==> config.mk <==
export PLATFORM = sky130hd
export DESIGN_NAME = e1_line_alarm_det
export DESIGN_NICKNAME = d
export VERILOG_FILES = /design/src/rtl/e1_alarm_pkg.sv /design/src/rtl/e1_los_detect.sv /design/src/rtl/e1_ais_detect.sv /design/src/rtl/e1_aux_detect.sv /design/src/rtl/e1_line_alarm_det.sv
export SDC_FILE = /design/constraint.sdc
export NUM_CORES = 1
export LEC_CHECK = 0
export ABC_AREA = 1
export BUFFER_PORTS_ARGS = -buffer_cell sky130_fd_sc_hd__clkbuf_2
export CORE_MARGIN = 1.5
export CORE_UTILIZATION = 57
export CTS_CLUSTER_DIAMETER = 120
export DETAILED_ROUTE_END_ITERATION = 7
export GPL_TIMING_DRIVEN = 0
export PLACE_DENSITY = 0.74
export SKIP_CTS_REPAIR_TIMING = 1
export SLEW_MARGIN = 20
export SYNTH_ARGS = -nofsm -noshare
export SYNTH_HDL_FRONTEND = slang
export SYNTH_SLANG_ARGS = --single-unit
==> constraint.sdc <==
create_clock -name clk -period 2.8 [get_ports clk]
set_input_delay 0.28 -clock clk [delete_from_list [all_inputs] [get_ports clk]]
set_output_delay 0.28 -clock clk [all_outputs]
set_load 0.02 [all_outputs]
==> src/rtl/e1_alarm_pkg.sv <==
package e1_alarm_pkg;

  typedef struct packed {
    logic flag;
    logic chg;
  } alarm_out_t;

  function automatic int unsigned cnt_w(input int unsigned max_val);
    return (max_val < 2) ? 1 : $clog2(max_val + 1);
  endfunction

endpackage

==> src/rtl/e1_los_detect.sv <==
module e1_los_detect
  import e1_alarm_pkg::*;
#(
  parameter int unsigned ZERO_LIMIT = 127,
  parameter int unsigned WIN_LEN    = 127,
  parameter int unsigned MIN_ONES   = 16
) (
  input  logic       clk,
  input  logic       rst,
  input  logic       bit_vld,
  input  logic       rx_bit,
  output alarm_out_t los_o
);

  localparam int unsigned RUN_W = cnt_w(ZERO_LIMIT + 1);
  localparam int unsigned WIN_W = cnt_w(WIN_LEN);
  localparam logic [RUN_W-1:0] RUN_SAT  = RUN_W'(ZERO_LIMIT + 1);
  localparam logic [RUN_W-1:0] RUN_TRIP = RUN_W'(ZERO_LIMIT);
  localparam logic [WIN_W-1:0] POS_LAST = WIN_W'(WIN_LEN - 1);
  localparam logic [WIN_W-1:0] ONES_MIN = WIN_W'(MIN_ONES);

  logic [RUN_W-1:0] zero_run_q;
  logic [WIN_W-1:0] pos_q;
  logic [WIN_W-1:0] ones_q;
  logic [WIN_W-1:0] ones_nxt;
  logic             win_act_q;
  logic             los_q;
  logic             chg_q;

  always_comb begin
    ones_nxt = ones_q + {{(WIN_W-1){1'b0}}, rx_bit};
  end

  always_ff @(posedge clk) begin
    if (rst) begin
      zero_run_q <= '0;
      pos_q      <= '0;
      ones_q     <= '0;
      win_act_q  <= 1'b0;
      los_q      <= 1'b0;
      chg_q      <= 1'b0;
    end else begin
      chg_q <= 1'b0;
      if (bit_vld) begin
        if (rx_bit) begin
          zero_run_q <= '0;
        end else if (zero_run_q != RUN_SAT) begin
          zero_run_q <= zero_run_q + 1'b1;
        end

        if (!los_q) begin
          if (!rx_bit && (zero_run_q == RUN_TRIP)) begin
            los_q     <= 1'b1;
            chg_q     <= 1'b1;
            win_act_q <= 1'b0;
          end
        end else if (!win_act_q) begin
          if (rx_bit) begin
            win_act_q <= 1'b1;
            pos_q     <= WIN_W'(1);
            ones_q    <= WIN_W'(1);
          end
        end else if (pos_q == POS_LAST) begin
          win_act_q <= 1'b0;
          if (ones_nxt >= ONES_MIN) begin
            los_q <= 1'b0;
            chg_q <= 1'b1;
          end
        end else begin
          pos_q  <= pos_q + 1'b1;
          ones_q <= ones_nxt;
        end
      end
    end
  end

  assign los_o.flag = los_q;
  assign los_o.chg  = chg_q;

  AST_LOS_SET_AFTER_RUN: assert property (@(posedge clk) disable iff (rst)
    $rose(los_q) |-> ($past(zero_run_q) == RUN_TRIP) && !$past(rx_bit));
  AST_LOS_CLR_DENSITY: assert property (@(posedge clk) disable iff (rst)
    $fell(los_q) |-> $past(win_act_q) && ($past(ones_q) >= ONES_MIN - 1'b1));
  AST_LOS_WIN_IN_ALARM: assert property (@(posedge clk) disable iff (rst)
    win_act_q |-> los_q);
  AST_LOS_HOLD_IDLE: assert property (@(posedge clk) disable iff (rst)
    !$past(bit_vld) |-> $stable(los_q) && $stable(zero_run_q));

endmodule

==> src/rtl/e1_ais_detect.sv <==
module e1_ais_detect
  import e1_alarm_pkg::*;
#(
  parameter int unsigned SHORT_LEN = 512,
  parameter int unsigned LONG_LEN  = 1024
) (
  input  logic       clk,
  input  logic       rst,
  input  logic       bit_vld,
  input  logic       rx_bit,
  input  logic       long_sel,
  output alarm_out_t ais_o
);

  localparam int unsigned RUN_W = cnt_w(LONG_LEN);
  localparam logic [RUN_W-1:0] SHORT_T = RUN_W'(SHORT_LEN);
  localparam logic [RUN_W-1:0] LONG_T  = RUN_W'(LONG_LEN);

  logic [RUN_W-1:0] run_q;
  logic [RUN_W-1:0] run_nxt;
  logic [RUN_W-1:0] target;
  logic             ais_q;
  logic             chg_q;

  always_comb begin
    target  = long_sel ? LONG_T : SHORT_T;
    run_nxt = (run_q == LONG_T) ? run_q : run_q + 1'b1;
  end

  always_ff @(posedge clk) begin
    if (rst) begin
      run_q <= '0;
      ais_q <= 1'b0;
      chg_q <= 1'b0;
    end else begin
      chg_q <= 1'b0;
      if (bit_vld) begin
        if (!rx_bit) begin
          run_q <= '0;
          if (ais_q) begin
            ais_q <= 1'b0;
            chg_q <= 1'b1;
          end
        end else begin
          run_q <= run_nxt;
          if (!ais_q && (run_nxt >= target)) begin
            ais_q <= 1'b1;
            chg_q <= 1'b1;
          end
        end
      end
    end
  end

  assign ais_o.flag = ais_q;
  assign ais_o.chg  = chg_q;

  AST_AIS_SET_LONG_RUN: assert property (@(posedge clk) disable iff (rst)
    $rose(ais_q) |-> ($past(run_q) >= SHORT_T - 1'b1) && $past(rx_bit));
  AST_AIS_CLR_ON_ZERO: assert property (@(posedge clk) disable iff (rst)
    $fell(ais_q) |-> $past(bit_vld) && !$past(rx_bit) && (run_q == '0));
  AST_AIS_HOLD_IDLE: assert property (@(posedge clk) disable iff (rst)
    !$past(bit_vld) |-> $stable(ais_q) && $stable(run_q));

endmodule

==> src/rtl/e1_aux_detect.sv <==
module e1_aux_detect
  import e1_alarm_pkg::*;
#(
  parameter int unsigned ALT_LEN = 512
) (
  input  logic       clk,
  input  logic       rst,
  input  logic       bit_vld,
  input  logic       rx_bit,
  output alarm_out_t aux_o
);

  localparam int unsigned RUN_W = cnt_w(ALT_LEN);
  localparam logic [RUN_W-1:0] RUN_T = RUN_W'(ALT_LEN);

  logic [RUN_W-1:0] run_q;
  logic [RUN_W-1:0] run_nxt;
  logic             prev_q;
  logic             have_prev_q;
  logic             repeat_bit;
  logic             aux_q;
  logic             chg_q;

  always_comb begin
    repeat_bit = have_prev_q && (rx_bit == prev_q);
    run_nxt    = (run_q == RUN_T) ? run_q : run_q + 1'b1;
  end

  always_ff @(posedge clk) begin
    if (rst) begin
      run_q       <= '0;
      prev_q      <= 1'b0;
      have_prev_q <= 1'b0;
      aux_q       <= 1'b0;
      chg_q       <= 1'b0;
    end else begin
      chg_q <= 1'b0;
      if (bit_vld) begin
        prev_q      <= rx_bit;
        have_prev_q <= 1'b1;
        if (repeat_bit) begin
          run_q <= RUN_W'(1);
          if (aux_q) begin
            aux_q <= 1'b0;
            chg_q <= 1'b1;
          end
        end else begin
          run_q <= run_nxt;
          if (!aux_q && (run_nxt == RUN_T)) begin
            aux_q <= 1'b1;
            chg_q <= 1'b1;
          end
        end
      end
    end
  end

  assign aux_o.flag = aux_q;
  assign aux_o.chg  = chg_q;

  AST_AUX_SET_FULL_RUN: assert property (@(posedge clk) disable iff (rst)
    $rose(aux_q) |-> ($past(run_q) == RUN_T - 1'b1));
  AST_AUX_CLR_ON_REPEAT: assert property (@(posedge clk) disable iff (rst)
    $fell(aux_q) |-> $past(bit_vld) && ($past(rx_bit) == $past(prev_q)));
  AST_AUX_HOLD_IDLE: assert property (@(posedge clk) disable iff (rst)
    !$past(bit_vld) |-> $stable(aux_q) && $stable(run_q));

endmodule

==> src/rtl/e1_line_alarm_det.sv <==
module e1_line_alarm_det
  import e1_alarm_pkg::*;
#(
  parameter int unsigned LOS_ZERO_LIMIT = 127,
  parameter int unsigned LOS_WIN_LEN    = 127,
  parameter int unsigned LOS_MIN_ONES   = 16,
  parameter int unsigned AIS_SHORT_LEN  = 512,
  parameter int unsigned AIS_LONG_LEN   = 1024,
  parameter int unsigned AUX_ALT_LEN    = 512
) (
  input  logic clk,
  input  logic rst,
  input  logic bit_vld,
  input  logic rx_bit,
  input  logic ais_long_sel,
  output logic los_flag,
  output logic ais_flag,
  output logic aux_flag,
  output logic los_chg,
  output logic ais_chg,
  output logic aux_chg
);

  alarm_out_t los_s;
  alarm_out_t ais_s;
  alarm_out_t aux_s;

  e1_los_detect #(
    .ZERO_LIMIT (LOS_ZERO_LIMIT),
    .WIN_LEN    (LOS_WIN_LEN),
    .MIN_ONES   (LOS_MIN_ONES)
  ) u_los (
    .clk     (clk),
    .rst     (rst),
    .bit_vld (bit_vld),
    .rx_bit  (rx_bit),
    .los_o   (los_s)
  );

  e1_ais_detect #(
    .SHORT_LEN (AIS_SHORT_LEN),
    .LONG_LEN  (AIS_LONG_LEN)
  ) u_ais (
    .clk      (clk),
    .rst      (rst),
    .bit_vld  (bit_vld),
    .rx_bit   (rx_bit),
    .long_sel (ais_long_sel),
    .ais_o    (ais_s)
  );

  e1_aux_detect #(
    .ALT_LEN (AUX_ALT_LEN)
  ) u_aux (
    .clk     (clk),
    .rst     (rst),
    .bit_vld (bit_vld),
    .rx_bit  (rx_bit),
    .aux_o   (aux_s)
  );

  assign los_flag = los_s.flag;
  assign los_chg  = los_s.chg;
  assign ais_flag = ais_s.flag;
  assign ais_chg  = ais_s.chg;
  assign aux_flag = aux_s.flag;
  assign aux_chg  = aux_s.chg;

  AST_LOS_CHG_PULSE: assert property (@(posedge clk) disable iff (rst)
    los_chg == (los_flag != $past(los_flag)));
  AST_AIS_CHG_PULSE: assert property (@(posedge clk) disable iff (rst)
    ais_chg == (ais_flag != $past(ais_flag)));
  AST_AUX_CHG_PULSE: assert property (@(posedge clk) disable iff (rst)
    aux_chg == (aux_flag != $past(aux_flag)));
  AST_ALARM_EXCLUSIVE: assert property (@(posedge clk) disable iff (rst)
    !(ais_flag && aux_flag));

endmodule

==> metrics.yaml, run 1 <==
outcome:
  outcome: "finished, final reports clean"
sta:
  whs_ns: 0.295
  final.period_utilization_pct: 85.2
  finClkSkew_ns: 0.00840
  worst_slew_pin_slew_ns: 0.544
  final_hold_viol_count: 0
  setup_viol: 0
  grt_setup_unrepaired: "no"
  post-route-worst-setup-slack_ns: 0.415
  shortest_period_the_worst_path_allows_ns: 2.38
  drv_slew: 0
  achievable-frequency_ghz: 0.419
  slew_headroom_pct: 63.8
  fin_setup_tns_ns: 0
worst_setup_path:
  end_kind: "flop"
  timing.critical_path.to: "u_ais.ais_q$_SDFFE_PP0P_"
  critical_path_required_ns: 3.04
  r2r_end: "u_ais.ais_q$_SDFFE_PP0P_"
  cp_data_arrival_time_ns: 2.63
  worstSetupPathType: "flop to flop"
  crit-reg2reg-launch: "u_ais.run_q[0]$_SDFFE_PP0P_"
  setup.reg_to_reg.worst_slack_ns: 0.42
  timing.critical_path.from_type: "flop"
  timing.reg2reg.worst_path_depth: 17
  cp_max_fo: 7
  worst_setup_path_startpoint: "u_ais.run_q[0]$_SDFFE_PP0P_"
routing:
  post_detailed_route_wirelength_per_cell_um: 11.3
  detailedRoute.firstPassIterationCount: 4
  first_iter_violations: 165
  route.vias.total: 2730
  drc_errors: 0
  detail_route.wirelength_mm: 6.03
  ant_nets: 0
  average_vias_per_placed_instance: 5.12
die:
  rows: 26
  die-area_um2: 5690
  die-width_um: 75.4
  chipHeight_um: 75.4
  core_region_area_um2: 5070
  ioPinCount: 11
  starting_density_of_the_core_pct: 58.9
global_route:
  grt_pass1_wl_mm: 10.3
  grt_overflow_total: 0
  grt_antenna_before_repair: 0
  via_count_of_the_first_global_routing_pass: 2443
  grt_util_all_layers_pct: 23.0
  grt_start_max_net_pins: 19
clock_network:
  tritoncts_num_sinks: 52
  tritoncts.num_buffers: 5
  ctsRootBufferMaster: "clkbuf_8"
  cts_htree_levels: 2
  cts.path.max_buffers: 2
  clock_edge_transition_at_the_registers_on_the_reported_setup_and_hold_paths_ns: 0.10
  clkLatencyLatePin_ns: 0.31
  tritoncts_clock_tree: "built"
finish:
  filler_cell_count: 493
  nNetsFinal: 479
  drive_gt1_share_pct: 8.64
  antenna-diode-count: 0
  syn_to_final_growth_pct: 7.45
  fraction_of_the_core_area_covered_by_cells_at_the_end_of_the_flow_pct: 63.3
logic_synthesis:
  seq_area_frac_synth_pct: 34.8
  netlist_instances: 447
  post_synth.cell_area_avg_um2: 6.69
  synth_seq_cells: 52
  synth_top_flop_cell: "dfxtp_1"
  synthArstFlopShare_pct: 0
  post_synth_num_cell_types: 39
  most_frequently_used_cell_type_in_the_post_synthesis_netlist: "nand2_1"
  yosysTopAreaCellShare_pct: 34.8
  synthesis.yosys.warnings: 0
  synthTopCellsByArea: "dfxtp_1, nand2_1, a21oi_1"
  synth_area_um2: 2990
  yosysTopAreaCell: "dfxtp_1"
  synth_commonest_cells: "nand2_1, inv_1, dfxtp_1, nor2_1, a21oi_1"
  synth_fp_nets: 464
  synth_edf_count: 0
placed_design:
  quantity_of_i_o_buffers_inserted_on_ports: 8
  dpl.hpwl_mm: 4.53
  gpl.final_weighted_congestion: 0.873
  placement.setup.worst_slack_ns: 0.432
worst_hold_path:
  hold_class: "primary input to flop"
pwr:
  total_power_uw: 1310
  cellLeakagePower_uw: 0.00129
  power.density_cell_area_nw_per_um2: 407
  ir_worst_vdd_uv: 310
job:
  cap_violations: 0
## how the worst min path moves through the flow
stage                                    from                              to  slack [ns]  depth (start not counted)
6_report                              bit_vld        u_ais.ais_q$_SDFFE_PP0P_        0.30                          3
5_1_grt                               bit_vld        u_aux.aux_q$_SDFFE_PP0P_        0.30                          3
4_1_cts                               bit_vld       u_aux.prev_q$_SDFFE_PP0P_        0.29                          3
3_5_place_dp   u_aux.have_prev_q$_SDFFE_PP0P_  u_aux.have_prev_q$_SDFFE_PP0P_        0.46                          2
3_3_place_gp   u_aux.have_prev_q$_SDFFE_PP0P_  u_aux.have_prev_q$_SDFFE_PP0P_        0.45                          2
2_1_floorplan  u_aux.have_prev_q$_SDFFE_PP0P_  u_aux.have_prev_q$_SDFFE_PP0P_        0.44                          2
## logic make-up after synthesis
kind of cell | after synthesis | share of synthesized area (%)
simple gates | 228 | 33.8
flops | 52 | 34.8
xor+xnor | 11 | 3.22
fa+ha+maj | 12 | 5.02
compound gates | 71 | 13.0
buf+inv | 73 | 10.1
## through the flow
step / cells / area (um^2)
global route: 533 / 3210
global placement: 525 / 3120
CTS: 533 / 3210
finish: 533 / 3210
floorplan: 447 / 2990
detailed placement: 525 / 3120
## routing by layer
layer	vias up	routed length, um	track usage [%]	part of all wire (%)
met5	-	0	0	0
li1	1472	-	-	-
met2	29	2840	39.9	47
met3	8	148	2.78	2.5
met4	0	60	5.36	0.99
met1	1221	2990	30.8	50
## critical path: stages, from the launching register on
cell and delay [ns]:
dfxtp_1 0.47, ha_1 0.26, nand2_1 0.09, inv_1 0.07, nand2_1 0.08, nor2_1 0.10, nand3_1 0.09, xor2_1 0.15
inv_1 0.07, ha_1 0.29, nand3b_1 0.09, nor2_1 0.10, nand2_1 0.05, nor2_1 0.09, nand3_1 0.08, nand2_1 0.08
nand2_1 0.05, a21oi_1 0.11
## cells in the final DEF (no fill, tap or decap), types with 2 or more instances in the layout
cell       count
clkbuf_2       8
inv_2          3
inv_1         57
nand3b_1       5
nor3_1         3
nor2_1        49
nor4_1         2
nand2_1      109
ha_1          12
nand4_1       10
dfxtp_1       52
clkbuf_1       6
o21ai_0       13
o21bai_1       2
buf_2          2
clkbuf_8       5
a2bb2oi_1      2
xor2_1         9
o21ai_1        4
nand3_1       36
or2_2          2
nor2_2         4
xnor2_1        2
inv_6          2
nor2_4         2
a21oi_1       44
buf_4          2
## power by group
group	switching, uW	internal (uW)
sequential	8.87	748
clock	274	185
combinational	63.7	28.9
total	347	961
## flip-flops by register name, summed over array words and instances, names as in the netlist, 7 cells and up
signal / cells
u_ais.run_q: 11
u_aux.run_q: 10
u_los.ones_q: 7
u_los.pos_q: 7
u_los.zero_run_q: 8
## layout make-up
type / count / area, um^2 / share of cell area (%)
multi-input cells: 322 / 1650 / 51.2
flip-flops and latches: 52 / 1040 / 32.4
inverters: 61 / 231 / 7.21
well taps: 70 / 87.6 / 2.73
plain buffers: 12 / 71.3 / 2.22
clock buffers: 5 / 68.8 / 2.14
repair buffers: 8 / 40.0 / 1.25
clock inverters: 3 / 26.3 / 0.818
No activity file was read; power rests on OpenSTA's default activity.
==> inputs of run 2 (changes only) <==
clock period = 2.5 ns   (was 2.8 ns; I/O delays follow)
==> metrics.yaml, run 2 (synthesis gave the netlist of run 1 again) <==
sta:
  setup_viol: 0
  final_hold_viol_count: 0
  shortest_period_the_worst_path_allows_ns: 2.21
  grt_setup_unrepaired: "no"
  fin_setup_tns_ns: 0
  finClkSkew_ns: 0.00797
  final.period_utilization_pct: 88.3
  achievable-frequency_ghz: 0.453
  slew_headroom_pct: 63.0
  drv_slew: 0
  worst_slew_pin_slew_ns: 0.555
clock_network:
  tritoncts_num_sinks: 52
  tritoncts.num_buffers: 5
  ctsRootBufferMaster: "clkbuf_8"
  tritoncts_clock_tree: "built"
  clkLatencyLatePin_ns: 0.31
  cts_htree_levels: 2
  clock_edge_transition_at_the_registers_on_the_reported_setup_and_hold_paths_ns: 0.10
  cts.path.max_buffers: 2
worst_setup_path:
  crit_chain: "nand2_2 -> nor2_1 -> nand2_1 -> nor2_1 -> nand3_1 -> xor2_1 -> inv_1 -> ha_1 -> nand3b_1 -> nor2_1 -> nand2_1 -> nor2_1 -> nand3_1 -> nand2_1 -> nand2_1 -> a21oi_1"
  timing.critical_path.from_type: "flop"
  timing.reg2reg.worst_path_depth: 16
  r2r_end: "u_ais.ais_q$_SDFFE_PP0P_"
  path_buf_inv: 1
  timing.critical_path.max_delay_family: "simple AND/OR/NAND/NOR gates"
  cp_max_fo: 6
  worstSetupPathType: "flop to flop"
  end_kind: "flop"
  critical_path_required_ns: 2.74
  crit-reg2reg-launch: "u_ais.run_q[3]$_SDFFE_PP0P_"
  cp_data_arrival_time_ns: 2.45
  setup.reg_to_reg.worst_slack_ns: 0.29
  critical-path-max-stage-delay_ns: 0.46
  critical_path.slowest_cell: "dfxtp_1"
finish:
  largest_registers: "u_ais.run_q x11, u_aux.run_q x10, u_los.zero_run_q x8"
  drive_gt1_share_pct: 9.89
  layout.cells.non_filler: 535
  largest_register: "u_ais.run_q"
  mostFrequentLayoutCells: "nand2_1, inv_1, nor2_1, dfxtp_1, a21oi_1"
  regArea_um2: 1050
  antenna-diode-count: 0
  largest_register_ffs: 11
  syn_to_final_growth_pct: 8.66
  final_common_cell: "nand2_1"
  filler_cell_count: 491
  fraction_of_the_core_area_covered_by_cells_at_the_end_of_the_flow_pct: 64.0
  multiInputGateArea_um2: 1660
  nNetsFinal: 481
routing:
  route.top_layer_used: "met4"
  detailedRoute.firstPassIterationCount: 4
  post_detailed_route_wirelength_per_cell_um: 11.4
  route.vias.total: 2741
  wl_met1_mm: 2.99
  first_iter_violations: 183
  met3_length_um: 206
  average_vias_per_placed_instance: 5.12
  wl_met2_mm: 2.85
  ant_nets: 0
  drc_errors: 0
  detail_route.wirelength_mm: 6.11
die:
  core_region_area_um2: 5070
  rows: 26
  chipHeight_um: 75.4
  starting_density_of_the_core_pct: 58.9
  ioPinCount: 11
  die-area_um2: 5690
  die-width_um: 75.4
global_route:
  via_count_of_the_first_global_routing_pass: 2443
  grt_antenna_before_repair: 0
  grt_start_max_net_pins: 19
  grt_pass1_wl_mm: 10.3
  grt_overflow_total: 0
  grt_util_all_layers_pct: 23.0
pwr:
  power.density_cell_area_nw_per_um2: 452
  ir_worst_vdd_uv: 348
  cellLeakagePower_uw: 0.00130
outcome:
  outcome: "finished, final reports clean"
placed_design:
  dpl.hpwl_mm: 4.53
  gpl.final_weighted_congestion: 0.873
  quantity_of_i_o_buffers_inserted_on_ports: 8
  place_inst: 525
job:
  cap_violations: 0
worst_hold_path:
  hold_path_startpoint: "bit_vld"
  worst_hold_endpoint: "u_ais.ais_q$_SDFFE_PP0P_"
  worst_hold_path.num_cells: 3
  hold_class: "primary input to flop"
## run 2: cell count changes in the layout (fill, tap and decap cells not counted), sizes merged
| cell | before | now |
|---|---|---|
| buf | 6 | 8 |
## run 2: worst max path at each step
stage,start,end,slack (ns),cells after the start
global route,u_ais.run_q[5]$_SDFFE_PP0P_,u_ais.ais_q$_SDFFE_PP0P_,0.003,16
floorplan,u_ais.run_q[0]$_SDFFE_PP0P_,u_ais.ais_q$_SDFFE_PP0P_,0.45,17
detailed placement,u_ais.run_q[0]$_SDFFE_PP0P_,u_ais.ais_q$_SDFFE_PP0P_,0.13,17
CTS,u_ais.run_q[0]$_SDFFE_PP0P_,u_ais.ais_q$_SDFFE_PP0P_,0.1,17
finish,u_ais.run_q[3]$_SDFFE_PP0P_,u_ais.ais_q$_SDFFE_PP0P_,0.29,16
global placement,u_ais.run_q[0]$_SDFFE_PP0P_,u_ais.chg_q$_SDFF_PP0_,0.16,17
## run 2: final cells by class
class | count | area share (%)
Multi-Input combinational cell | 322 | 51.0
Sequential cell | 52 | 32.3
Inverter | 61 | 7.13
Tap cell | 70 | 2.70
Buffer | 12 | 2.20
Clock buffer | 5 | 2.12
Timing Repair Buffer | 10 | 1.69
Clock inverter | 3 | 0.809
## run 2: power breakdown
part	total, uW	switching, uW	internal (uW)
sequential	846	9.68	836
combinational	108	73.0	34.5
clock	516	309	207
## run 2: metal layers
| metal | vias up | global-route usage, % |
|---|---|---|
| li1 | 1475 | - |
| met1 | 1220 | 30.8 |
| met2 | 38 | 39.9 |
| met3 | 8 | 2.78 |
| met4 | 0 | 5.36 |
| met5 | - | 0 |
## run 2: per-stage QoR
stage / power (uW) / setup slack [ns] / hold slack (ns) / cell area [um^2]
floorplan: 940 / 0.450 / 0.436 / 2990
global placement: 969 / 0.163 / 0.450 / 3120
detailed placement: 970 / 0.132 / 0.456 / 3120
CTS: 1480 / 0.0975 / 0.263 / 3210
global route: 1530 / 0.00305 / 0.275 / 3250
finish: 1470 / 0.294 / 0.264 / 3250
## run 2: worst min-delay path: stages
cell,delay (ns)
buf_4,0.15
nand2_1,0.07
a21oi_1,0.05
